File: src/rtl/abr_pkg.sv
package abr_pkg;

    typedef enum logic [1:0] {
        ST_WAIT,
        ST_MEAS,
        ST_HOLD
    } meter_st_e;

    typedef enum logic [1:0] {
        RES_NONE,
        RES_OK,
        RES_SHORT,
        RES_SAT
    } res_kind_e;

    function automatic logic [31:0] div_of(logic [31:0] cnt, int unsigned lg);
        return (cnt >> lg) - 32'd1;
    endfunction

endpackage

File: src/rtl/abr_ctrl.sv
module abr_ctrl (
    input  logic clk,
    input  logic rst,
    input  logic en_wr,
    input  logic en_wdata,
    input  logic uart_en,
    input  logic rx_idle,
    input  logic done_i,
    output logic armed_o
);
    logic armed_q;

    always_ff @(posedge clk) begin
        if (rst) begin
            armed_q <= 1'b0;
        end else if (!uart_en || done_i) begin
            armed_q <= 1'b0;
        end else if (en_wr) begin
            if (en_wdata && rx_idle)
                armed_q <= 1'b1;
            else if (!en_wdata && rx_idle)
                armed_q <= 1'b0;
        end
    end

    assign armed_o = armed_q;


    arm_guard_chk: assert property (@(posedge clk) disable iff (rst)
        $rose(armed_q) |-> $past(en_wr && en_wdata && uart_en && rx_idle));

    clr_guard_chk: assert property (@(posedge clk) disable iff (rst)
        ($fell(armed_q) && $past(uart_en && !done_i)) |-> $past(rx_idle && en_wr));

    uart_off_chk: assert property (@(posedge clk) disable iff (rst)
        !uart_en |=> !armed_q);

    done_clear_chk: assert property (@(posedge clk) disable iff (rst)
        done_i |=> !armed_q);

endmodule

File: src/rtl/abr_meter.sv
module abr_meter
    import abr_pkg::*;
#(
    parameter int CNT_W    = 12,
    parameter int MIN_SAMP = 16
) (
    input  logic             clk,
    input  logic             rst,
    input  logic             armed,
    input  logic             tick,
    input  logic             rx,
    output res_kind_e        kind_o,
    output logic [CNT_W-1:0] cnt_o
);
    localparam logic [CNT_W-1:0] CNT_MAX = '1;
    localparam logic [CNT_W-1:0] CNT_MIN = CNT_W'(MIN_SAMP);

    meter_st_e        st_q;
    logic [CNT_W-1:0] cnt_q;
    logic             rx_q;
    res_kind_e        kind_c;

    always_comb begin
        kind_c = RES_NONE;
        if (armed && tick && st_q == ST_MEAS) begin
            if (!rx) begin
                if (cnt_q == CNT_MAX)
                    kind_c = RES_SAT;
            end else begin
                kind_c = (cnt_q < CNT_MIN) ? RES_SHORT : RES_OK;
            end
        end
    end

    always_ff @(posedge clk) begin
        if (rst) begin
            rx_q <= 1'b1;
        end else if (tick) begin
            rx_q <= rx;
        end
    end

    always_ff @(posedge clk) begin
        if (rst || !armed) begin
            st_q  <= ST_WAIT;
            cnt_q <= '0;
        end else if (tick) begin
            case (st_q)
                ST_WAIT: begin
                    if (rx_q && !rx) begin
                        st_q  <= ST_MEAS;
                        cnt_q <= CNT_W'(1);
                    end
                end
                ST_MEAS: begin
                    if (kind_c != RES_NONE)
                        st_q <= ST_HOLD;
                    else if (!rx)
                        cnt_q <= cnt_q + CNT_W'(1);
                end
                default: st_q <= ST_HOLD;
            endcase
        end
    end

    assign kind_o = kind_c;
    assign cnt_o  = cnt_q;


    meas_nonzero_chk: assert property (@(posedge clk) disable iff (rst)
        (st_q == ST_MEAS) |-> (cnt_q != '0));

    idle_quiet_chk: assert property (@(posedge clk) disable iff (rst)
        !armed |=> (st_q == ST_WAIT));

endmodule

File: src/rtl/abr_result.sv
module abr_result
    import abr_pkg::*;
#(
    parameter int CNT_W = 12,
    parameter int OVS   = 16
) (
    input  logic                           clk,
    input  logic                           rst,
    input  res_kind_e                      kind,
    input  logic [CNT_W-1:0]               cnt,
    input  logic                           err_clr,
    output logic                           div_we,
    output logic [CNT_W-$clog2(OVS)-1:0]   div_val,
    output logic                           done,
    output logic                           err
);
    localparam int OVS_LG = $clog2(OVS);
    localparam int DIV_W  = CNT_W - OVS_LG;

    logic [DIV_W-1:0] div_q;
    logic             we_q;
    logic             done_q;
    logic             err_q;
    logic             bad;

    assign bad = (kind == RES_SHORT) || (kind == RES_SAT);

    always_ff @(posedge clk) begin
        if (rst) begin
            div_q  <= '0;
            we_q   <= 1'b0;
            done_q <= 1'b0;
            err_q  <= 1'b0;
        end else begin
            we_q   <= (kind == RES_OK);
            done_q <= (kind != RES_NONE);
            if (kind == RES_OK)
                div_q <= DIV_W'(div_of(32'(cnt), OVS_LG));
            if (bad)
                err_q <= 1'b1;
            else if (err_clr)
                err_q <= 1'b0;
        end
    end

    assign div_we  = we_q;
    assign div_val = div_q;
    assign done    = done_q;
    assign err     = err_q;


    div_hold_chk: assert property (@(posedge clk) disable iff (rst)
        !$stable(div_q) |-> we_q);

    we_not_err_chk: assert property (@(posedge clk) disable iff (rst)
        we_q |-> ($past(err_q) == err_q || !err_q));

    err_sticky_chk: assert property (@(posedge clk) disable iff (rst)
        (err_q && !err_clr) |=> err_q);

    we_done_chk: assert property (@(posedge clk) disable iff (rst)
        we_q |-> done_q);

endmodule

File: src/rtl/autobaud_det.sv
module autobaud_det
    import abr_pkg::*;
#(
    parameter int CNT_W    = 12,
    parameter int OVS      = 16,
    parameter int MIN_SAMP = 16
) (
    input  logic                         clk,
    input  logic                         rst,
    input  logic                         en_wr,
    input  logic                         en_wdata,
    input  logic                         err_clr,
    input  logic                         uart_en,
    input  logic                         rx_idle,
    input  logic                         rx_sync,
    input  logic                         samp_tick,
    output logic                         div_we,
    output logic [CNT_W-$clog2(OVS)-1:0] div_val,
    output logic                         ab_armed,
    output logic                         ab_done,
    output logic                         ab_err
);
    res_kind_e        kind;
    logic [CNT_W-1:0] cnt;

    abr_ctrl u_ctrl (
        .clk     (clk),
        .rst     (rst),
        .en_wr   (en_wr),
        .en_wdata(en_wdata),
        .uart_en (uart_en),
        .rx_idle (rx_idle),
        .done_i  (ab_done),
        .armed_o (ab_armed)
    );

    abr_meter #(.CNT_W(CNT_W), .MIN_SAMP(MIN_SAMP)) u_meter (
        .clk   (clk),
        .rst   (rst),
        .armed (ab_armed),
        .tick  (samp_tick),
        .rx    (rx_sync),
        .kind_o(kind),
        .cnt_o (cnt)
    );

    abr_result #(.CNT_W(CNT_W), .OVS(OVS)) u_res (
        .clk    (clk),
        .rst    (rst),
        .kind   (kind),
        .cnt    (cnt),
        .err_clr(err_clr),
        .div_we (div_we),
        .div_val(div_val),
        .done   (ab_done),
        .err    (ab_err)
    );

endmodule

File: config.mk
export PLATFORM = sky130hd
export DESIGN_NAME = autobaud_det
export DESIGN_NICKNAME = d
export VERILOG_FILES = /design/src/rtl/abr_pkg.sv /design/src/rtl/abr_ctrl.sv /design/src/rtl/abr_meter.sv /design/src/rtl/abr_result.sv /design/src/rtl/autobaud_det.sv
export SDC_FILE = /design/constraint.sdc
export NUM_CORES = 1
export LEC_CHECK = 0
export ABC_AREA = 1
export BUFFER_PORTS_ARGS = -buffer_cell sky130_fd_sc_hd__buf_2
export CORE_MARGIN = 3
export CORE_UTILIZATION = 45
export CTS_CLUSTER_SIZE = 12
export DETAILED_ROUTE_END_ITERATION = 10
export SYNTH_ARGS = -nofsm -noshare
export SYNTH_HDL_FRONTEND = slang
export SYNTH_SLANG_ARGS = --single-unit
File: constraint.sdc
create_clock -name clk -period 3.3 [get_ports clk]
set_clock_uncertainty 0.05 [all_clocks]
set_input_delay 0.99 -clock clk [delete_from_list [all_inputs] [get_ports clk]]
set_output_delay 0.99 -clock clk [all_outputs]
set_load 0.1 [all_outputs]
Yosys cells after proc, flatten, opt, wreduce, memory -nomap -nowiden
Cells that the tools add are included.
{ "totals": {"regBits": 27, "elab_cells": 56} }
{ "classes": {"n_addsub": 2, "magnitude_cmp": 1, "n_eq_ne": 9, "n_mux": 15, "reduce_logical": 21} }
{ "ops": {"columns": ["operator", "count"], "rows": [
  ["12-bit two-way mux", 3],
  ["12-bit case mux with 2 select lines", 1],
  ["12-bit by 1-bit adder with 12-bit output, second input constant", 1],
  ["12-bit equality test, second input constant", 1],
  ["12-bit by 5-bit < comparator with 1-bit output, second input constant", 1],
  ["2-bit two-way mux", 6],
  ["2-bit nonzero test", 4],
  ["8-bit by 1-bit subtractor with 8-bit output, second input constant", 1],
  ["2-bit != test, second input constant", 3],
  ["1-bit logical AND", 5],
  ["5-bit AND reduction", 1],
  ["2-bit by 1-bit equality test with 1-bit output, second input constant", 2],
  ["2-bit equality test, second input constant", 2],
  ["1-bit zero test", 4],
  ["1-bit two-way mux", 4],
  ["2-bit case mux with 2 select lines", 1],
  ["1-bit logical OR", 3],
  ["3-bit AND reduction", 1],
  ["2-bit zero test", 1],
  ["2-bit by 1-bit != test with 1-bit output, second input constant", 1],
  ["2-bit AND reduction", 1],
  ["2-bit OR reduction", 1]
]} }

Depth between registers and ports, before layout
Gate-level depths: netlist (run 1).
{ "depth": {"depth_word": 7, "depth_mapped": 12, "ltp_nobuf": 12} }

Cells and area by module
Synthesis (run 1) repeated with hierarchy kept, for this count alone.
{ "unflattened": {"hier_cells": 251, "hier_area_um2": 1635.3} }
{ "by_module_without_submodules": {"columns": ["module", "n_inst", "cells_each", "area_each_um2", "seq_area_each_um2"], "rows": [
  ["abr_meter", 1, 164, 982.2, 300.3],
  ["abr_result", 1, 79, 599.3, 220.2],
  ["abr_ctrl", 1, 8, 53.8, 20.0]
]} }

Worst setup path before layout (run 1)
Ideal clock, no wire load.
{ "synth_path": {"kind": "reg2reg", "from": "reg u_ctrl.armed_q, in the netlist u_ctrl.armed_o", "to": "reg u_res.div_q[6], in the netlist u_res.div_val[6]", "arrival_time_ns": 1.873, "required_time_ns": 3.140, "path_slack_ns": 1.267, "path_stages_with_launch": 8, "path_buffers": 0, "period_less_slack_ns": 2.033, "cell_sequence": "dfxtp_1 inv_1 nor3_4 nand3_4 inv_2 nand2_1 nand2_1 nor2_1"} }
{ "synth_between": {"elab_chain_len": 4} }
{ "synth_rtl": {"columns": ["element", "line", "text"], "rows": [
  ["from (decl)", "abr_ctrl.sv:11", "logic armed_q;"],
  ["from (signal assigned)", "abr_ctrl.sv:15", "armed_q <= 1'b0;"],
  ["from (signal assigned)", "abr_ctrl.sv:17", "armed_q <= 1'b0;"],
  ["from (signal assigned)", "abr_ctrl.sv:20", "armed_q <= 1'b1;"],
  ["1-bit logical AND (2 in a row)", "abr_meter.sv:25", "if (armed && tick && st_q == ST_MEAS) begin"],
  ["2-bit two-way mux", "abr_meter.sv:25", null],
  ["2-bit by 1-bit equality test with 1-bit output", "abr_result.sv:37", "if (kind == RES_OK)"],
  ["to (signal assigned)", "abr_result.sv:38", "div_q <= DIV_W'(div_of(32'(cnt), OVS_LG));"],
  ["to (decl)", "abr_result.sv:20", "logic [DIV_W-1:0] div_q;"]
]} }
Every way passes these cells.
A chain may end at the register's enable or synchronous reset.

Worst setup path after layout (run 1)
{ "layout_path": {"from": "reg u_res.done_q, in the netlist u_res.done", "to": "out ab_done"} }
{ "layout_rtl": {"columns": ["element", "line", "text"], "rows": [
  ["from (decl)", "abr_result.sv:22", "logic done_q;"],
  ["from (signal assigned)", "abr_result.sv:36", "done_q <= (kind != RES_NONE);"],
  ["to (decl)", "autobaud_det.sv:20", "output logic ab_done,"]
]} }
No word-level cell between the ends.

==> results of run 1 <==
registers in the layout, indices dropped and copies added, names as in the netlist:
name,cells
u_res.done,1
u_meter.rx_q,1
u_res.err,1
u_meter.st_q,2
u_ctrl.armed_o,1
u_res.div_val,8
u_res.div_we,1
u_meter.cnt_o,12
stage by stage:
step	power [mW]	hold slack [ns]	utilization [%]	setup slack (ns)	cell area, um^2
2_1_floorplan	0.3648	0.4042	-	1.267	1521
3_3_place_gp	0.3755	0.3935	52.96	1.050	1657
3_5_place_dp	0.3756	0.3768	52.96	1.020	1657
4_1_cts	0.5236	0.4112	53.84	1.126	1684
5_1_grt	0.5431	0.4394	53.84	1.073	1684
6_report	0.5147	0.4069	53.84	1.142	1684
path summary, 6_finish.rpt:
kind                                  startpoint               end  slack (ns)  cells after the start
worst max register to register  u_meter.cnt_o[4]  u_res.div_val[5]        1.42                     11
worst min-delay path                  u_res.done    u_ctrl.armed_o        0.41                      1
worst min register to register        u_res.done    u_ctrl.armed_o        0.41                      1
worst max-delay path                  u_res.done           ab_done        1.14                      1
cells in the final DEF, fill, tap and decap left out:
master / n
buf_2: 20
inv_2: 3
clkbuf_4: 3
nand4_1: 1
o211ai_1: 1
o21ai_0: 11
nand2_2: 5
buf_4: 1
nor3_1: 1
nor2_4: 1
nor2_1: 47
nand3_2: 1
nor3b_1: 1
nand3_4: 1
o31ai_1: 1
a21oi_2: 1
or2_2: 2
clkinv_2: 1
o21bai_1: 2
a2111oi_0: 1
nand3_1: 13
nand2_1: 63
nor2_2: 3
inv_1: 25
ha_1: 3
nor3_4: 1
xor2_1: 5
a21oi_1: 10
dfxtp_1: 27
worst reg2reg max path: cells and delay by family, from the launching register on:
kind	cells	cell delay (ns)
compound gates	1	0.12
fa+ha+maj	1	0.24
buf+inv	3	0.38
flops	1	0.47
simple gates	6	0.56
Yosys cell counts, drive strengths merged:
cell and n:
dfxtp 27, nor3b 1, a21oi 11, o21ai 11, nand2 68, xor2 5
o211ai 1, nor3 2, or2 2, a2111oi 1, nand3 15, o31ai 1
clkbuf 1, buf 3, ha 3, o21bai 2, nand4 1, nor2 51
inv 28
kinds of logic after synthesis:
group / synth area share, %
fa+ha+maj: 2.467
buf+inv: 8.717
compound gates: 10.03
flops: 35.53
simple gates: 40.38
xor+xnor: 2.878
per-layer routing:
layer / vias up / track usage [%] / wire [um]
met5: - / 0 / 0
met1: 608 / 22.20 / 1619
li1: 771 / - / -
met4: 0 / 3.166 / 19
met3: 2 / 4.218 / 141
met2: 29 / 27.74 / 1350
cell type report:
type | instances | area, um^2
Fill cell | 329 | 1444
Multi-Input combinational cell | 175 | 848.3
Sequential cell | 27 | 540.5
Timing Repair Buffer | 21 | 107.6
Inverter | 28 | 105.1
Tap cell | 44 | 55.05
Clock buffer | 3 | 22.52
Clock inverter | 1 | 5.005
power breakdown:
group          total (mW)  internal, mW  switching, mW  leakage (nW)
clock               0.146        0.0456          0.101        0.0177
sequential          0.330         0.328        0.00171         0.218
combinational      0.0387        0.0127         0.0260         0.503
total               0.515         0.386          0.129         0.738
==> impl_metrics.ini, run 1 <==
[clocking]
htree_levels = 1
clock_path_buffers = 2
cts_resized = 0
cts_root_buf = clkbuf_4
hold_buffers = 0
insertion_delay_ns = 0.33
tritoncts = built
post_cts_buffers = 0
clock-sinks = 27
clk_pin_slew_ns = 0.15
cts-buffers-inserted = 3

[placement]
dp.cells = 295
dp_hpwl_um = 2355
port_buffers = 20
gp_congestion = 0.8408

[timing]
min_period_ns = 2.158
final-setup-viol-count = 0
period_share_pct = 65.40
rsz0062_at_grt = no
finalSetupTns_ns = 0
max_freq_mhz = 463.3
final-hold-violation-count = 0
final_max_slew_viol_count = 0
maxSlewHeadroom_pct = 59.44
tightest_slew_ns = 0.6085

[setup_path]
crit_family = buffers and inverters
cp-start-kind = register
endpoint_kind = output pin
cp_max_fo = 2
cp.required_ns = 2.26
path_buf_inv = 1
slowest_stage = buf_2
critical_path_class = register to output pin
crit_chain = buf_2
cp.arrival_ns = 1.12
slowest_delay_ns = 0.43

[grt]
grt_max_degree = 16
antenna_found_initial = 0
grt_pass1_wl_um = 5471
grt_pass1_vias = 1236
grt_util_all_layers_pct = 16.76
overflow = 0

[routing]
post-route-drc-count = 0
num_vias = 1410
wl_um = 3130
postRouteAntennaNets = 0
viasPerCell = 4.716
drtPass1Iterations = 5
drtIter0Drc = 83
post_drt_wl_per_cell_um = 10.47

[floorplanning]
dieArea_um2 = 4115
die_w_um = 64.15
core_area_um2 = 3128
die_y_um = 64.15
rows = 20
start_util_pct = 48.64
io_pins = 21

[yosys]
yosys_register_bits = 27
synth_cell_types = 29
yosysSeqAreaShare_pct = 35.53
synth.avg_cell_area_um2 = 6.502
syn_inst = 234
synthesis.area_um2 = 1521
yosysTopAreaCellShare_pct = 35.53
yosys_warnings = 0
synth.largest_area_cell = dfxtp_1
syn-num-nets = 246
ys_top_cells_by_area = dfxtp_1, nand2_1, nor2_1

[finish]
layout-drive-gt1-share_pct = 16.86
layout.nets = 268
antenna-diode-count = 0
instances_no_fill = 299
area_growth_pct = 10.69

[pwr]
p_per_area_nw_per_um2 = 305.6
leakage_nw = 0.7384
ir_drop_mv = 0.1699

[outcome]
outcome = completed

[job]
drv_cap = 0

[hold_path]
min_path_type = register to register
(Power assumes the default switching activity.)
==> run 2: changes to the inputs <==
Clock period 3.3 ns to 2.1 ns, I/O delays scaled along.
==> run 2 against run 1 <==
Effect of this change: non-clock buffer count increased by 3; first-iteration DRC count decreased by 30%; die area stayed put; largest power group unchanged; utilization grew 0.80 points; sequential power up 57%.
==> impl_metrics.ini, run 2 (synthesis gave the netlist of run 1 again) <==
[setup_path]
path_buf_inv = 1
slowest_stage = buf_2
crit_chain = buf_2
slowest_delay_ns = 0.43
cp_max_fo = 2
critical_path_class = register to output pin
cp.arrival_ns = 1.12
crit_family = buffers and inverters
rr_startpoint = u_meter.cnt_o[5]
critical_path.startpoint = u_res.done
cp.required_ns = 1.42
endpoint_kind = output pin
cp-start-kind = register

[placement]
port_buffers = 20
dp_hpwl_um = 2497
placed_area_um2 = 1679
place_ws_ns = 0.3674
gp_congestion = 0.8528

[floorplanning]
core_area_um2 = 3128
die_w_um = 64.15
start_util_pct = 48.64
die_y_um = 64.15
io_pins = 21
rows = 20
dieArea_um2 = 4115

[hold_path]
min_from = u_res.done
min_path_type = register to register

[clocking]
cts-buffers-inserted = 3
cts_root_buf = clkbuf_4
hold_buffers = 0
htree_levels = 1
post_cts_buffers = 0
clk_pin_slew_ns = 0.15
insertion_delay_ns = 0.33
cts_resized = 0
clock_path_buffers = 2
clock-sinks = 27
tritoncts = built

[pwr]
p_per_area_nw_per_um2 = 477.0
leakage_nw = 0.7495
ir_drop_mv = 0.2580

[finish]
mostFrequentLayoutCells = nand2_1, nor2_1, dfxtp_1
layout_commonest_cell = nand2_1
final_area_um2 = 1709
layout-drive-gt1-share_pct = 17.83
layout.nets = 271
antenna-diode-count = 0
area_growth_pct = 12.34
largest_register_ffs = 12

[timing]
finalSetupTns_ns = 0
rsz0062_at_grt = no
final-setup-viol-count = 0
period_share_pct = 85.80
final_max_slew_viol_count = 0
final-hold-violation-count = 0
tightest_slew_ns = 0.4879
min_period_ns = 1.802
maxSlewHeadroom_pct = 67.70
fin_ws_ns = 0.2981
max_freq_mhz = 555.0

[grt]
grt_pass1_vias = 1285
grtUsageMet3_pct = 2.636
antenna_found_initial = 0
grt_max_degree = 17
grt-busiest-layer = met2
grt_util_all_layers_pct = 17.38
grt_pass1_wl_um = 5733
overflow = 0
grt_util_met1_pct = 23.24
grt_use_met2_pct = 29.03

[routing]
num_vias = 1407
postRouteAntennaNets = 0
wl_um = 3213
drtIter0Drc = 58
post_drt_wl_per_cell_um = 10.64
post-route-drc-count = 0
viasPerCell = 4.659
drtPass1Iterations = 4

[outcome]
outcome = completed

[job]
drv_cap = 0
-- run 2: cell type report --
type                       instances  area, um^2
timing repair buffer              24       130.1
clock inverter                     1       7.507
tap                               44       55.05
inverter                          28       105.1
sequential                        27       540.5
multi-input combinational        175       848.3
clock buffer                       3       22.52
fill                             343        1419
-- run 2: path summary, 6_finish.rpt --
| kind | endpoint | slack, ns | cells past startpoint |
|---|---|---|---|
| worst max register to register | u_res.div_val[0] | 0.37 | 11 |
| worst min-delay path | u_ctrl.armed_o | 0.41 | 1 |
| worst max-delay path | ab_done | 0.30 | 1 |
| worst min register to register | u_ctrl.armed_o | 0.41 | 1 |
-- run 2: report_power, final --
| group | switching [mW] | internal (mW) |
|---|---|---|
| Combinational | 0.0418 | 0.0213 |
| Clock | 0.161 | 0.0728 |
| Sequential | 0.00265 | 0.515 |
-- run 2: per-stage QoR --
step | power [mW] | hold WS (ns) | std cells | utilization (%)
after global placement | 0.5927 | 0.3899 | 298 | 53.68
after floorplan | 0.5733 | 0.4042 | 234 | -
after global routing | 0.8573 | 0.4084 | 302 | 54.64
after detailed placement | 0.5924 | 0.3767 | 298 | 53.68
final | 0.8153 | 0.4128 | 302 | 54.64
after CTS | 0.8293 | 0.4011 | 302 | 54.64
-- run 2: per-layer routing --
layer | part of all wire [%] | vias up
li1 | - | 776
met1 | 51 | 610
met2 | 46 | 19
met3 | 3.0 | 2
met4 | 0.59 | 0
met5 | 0 | -
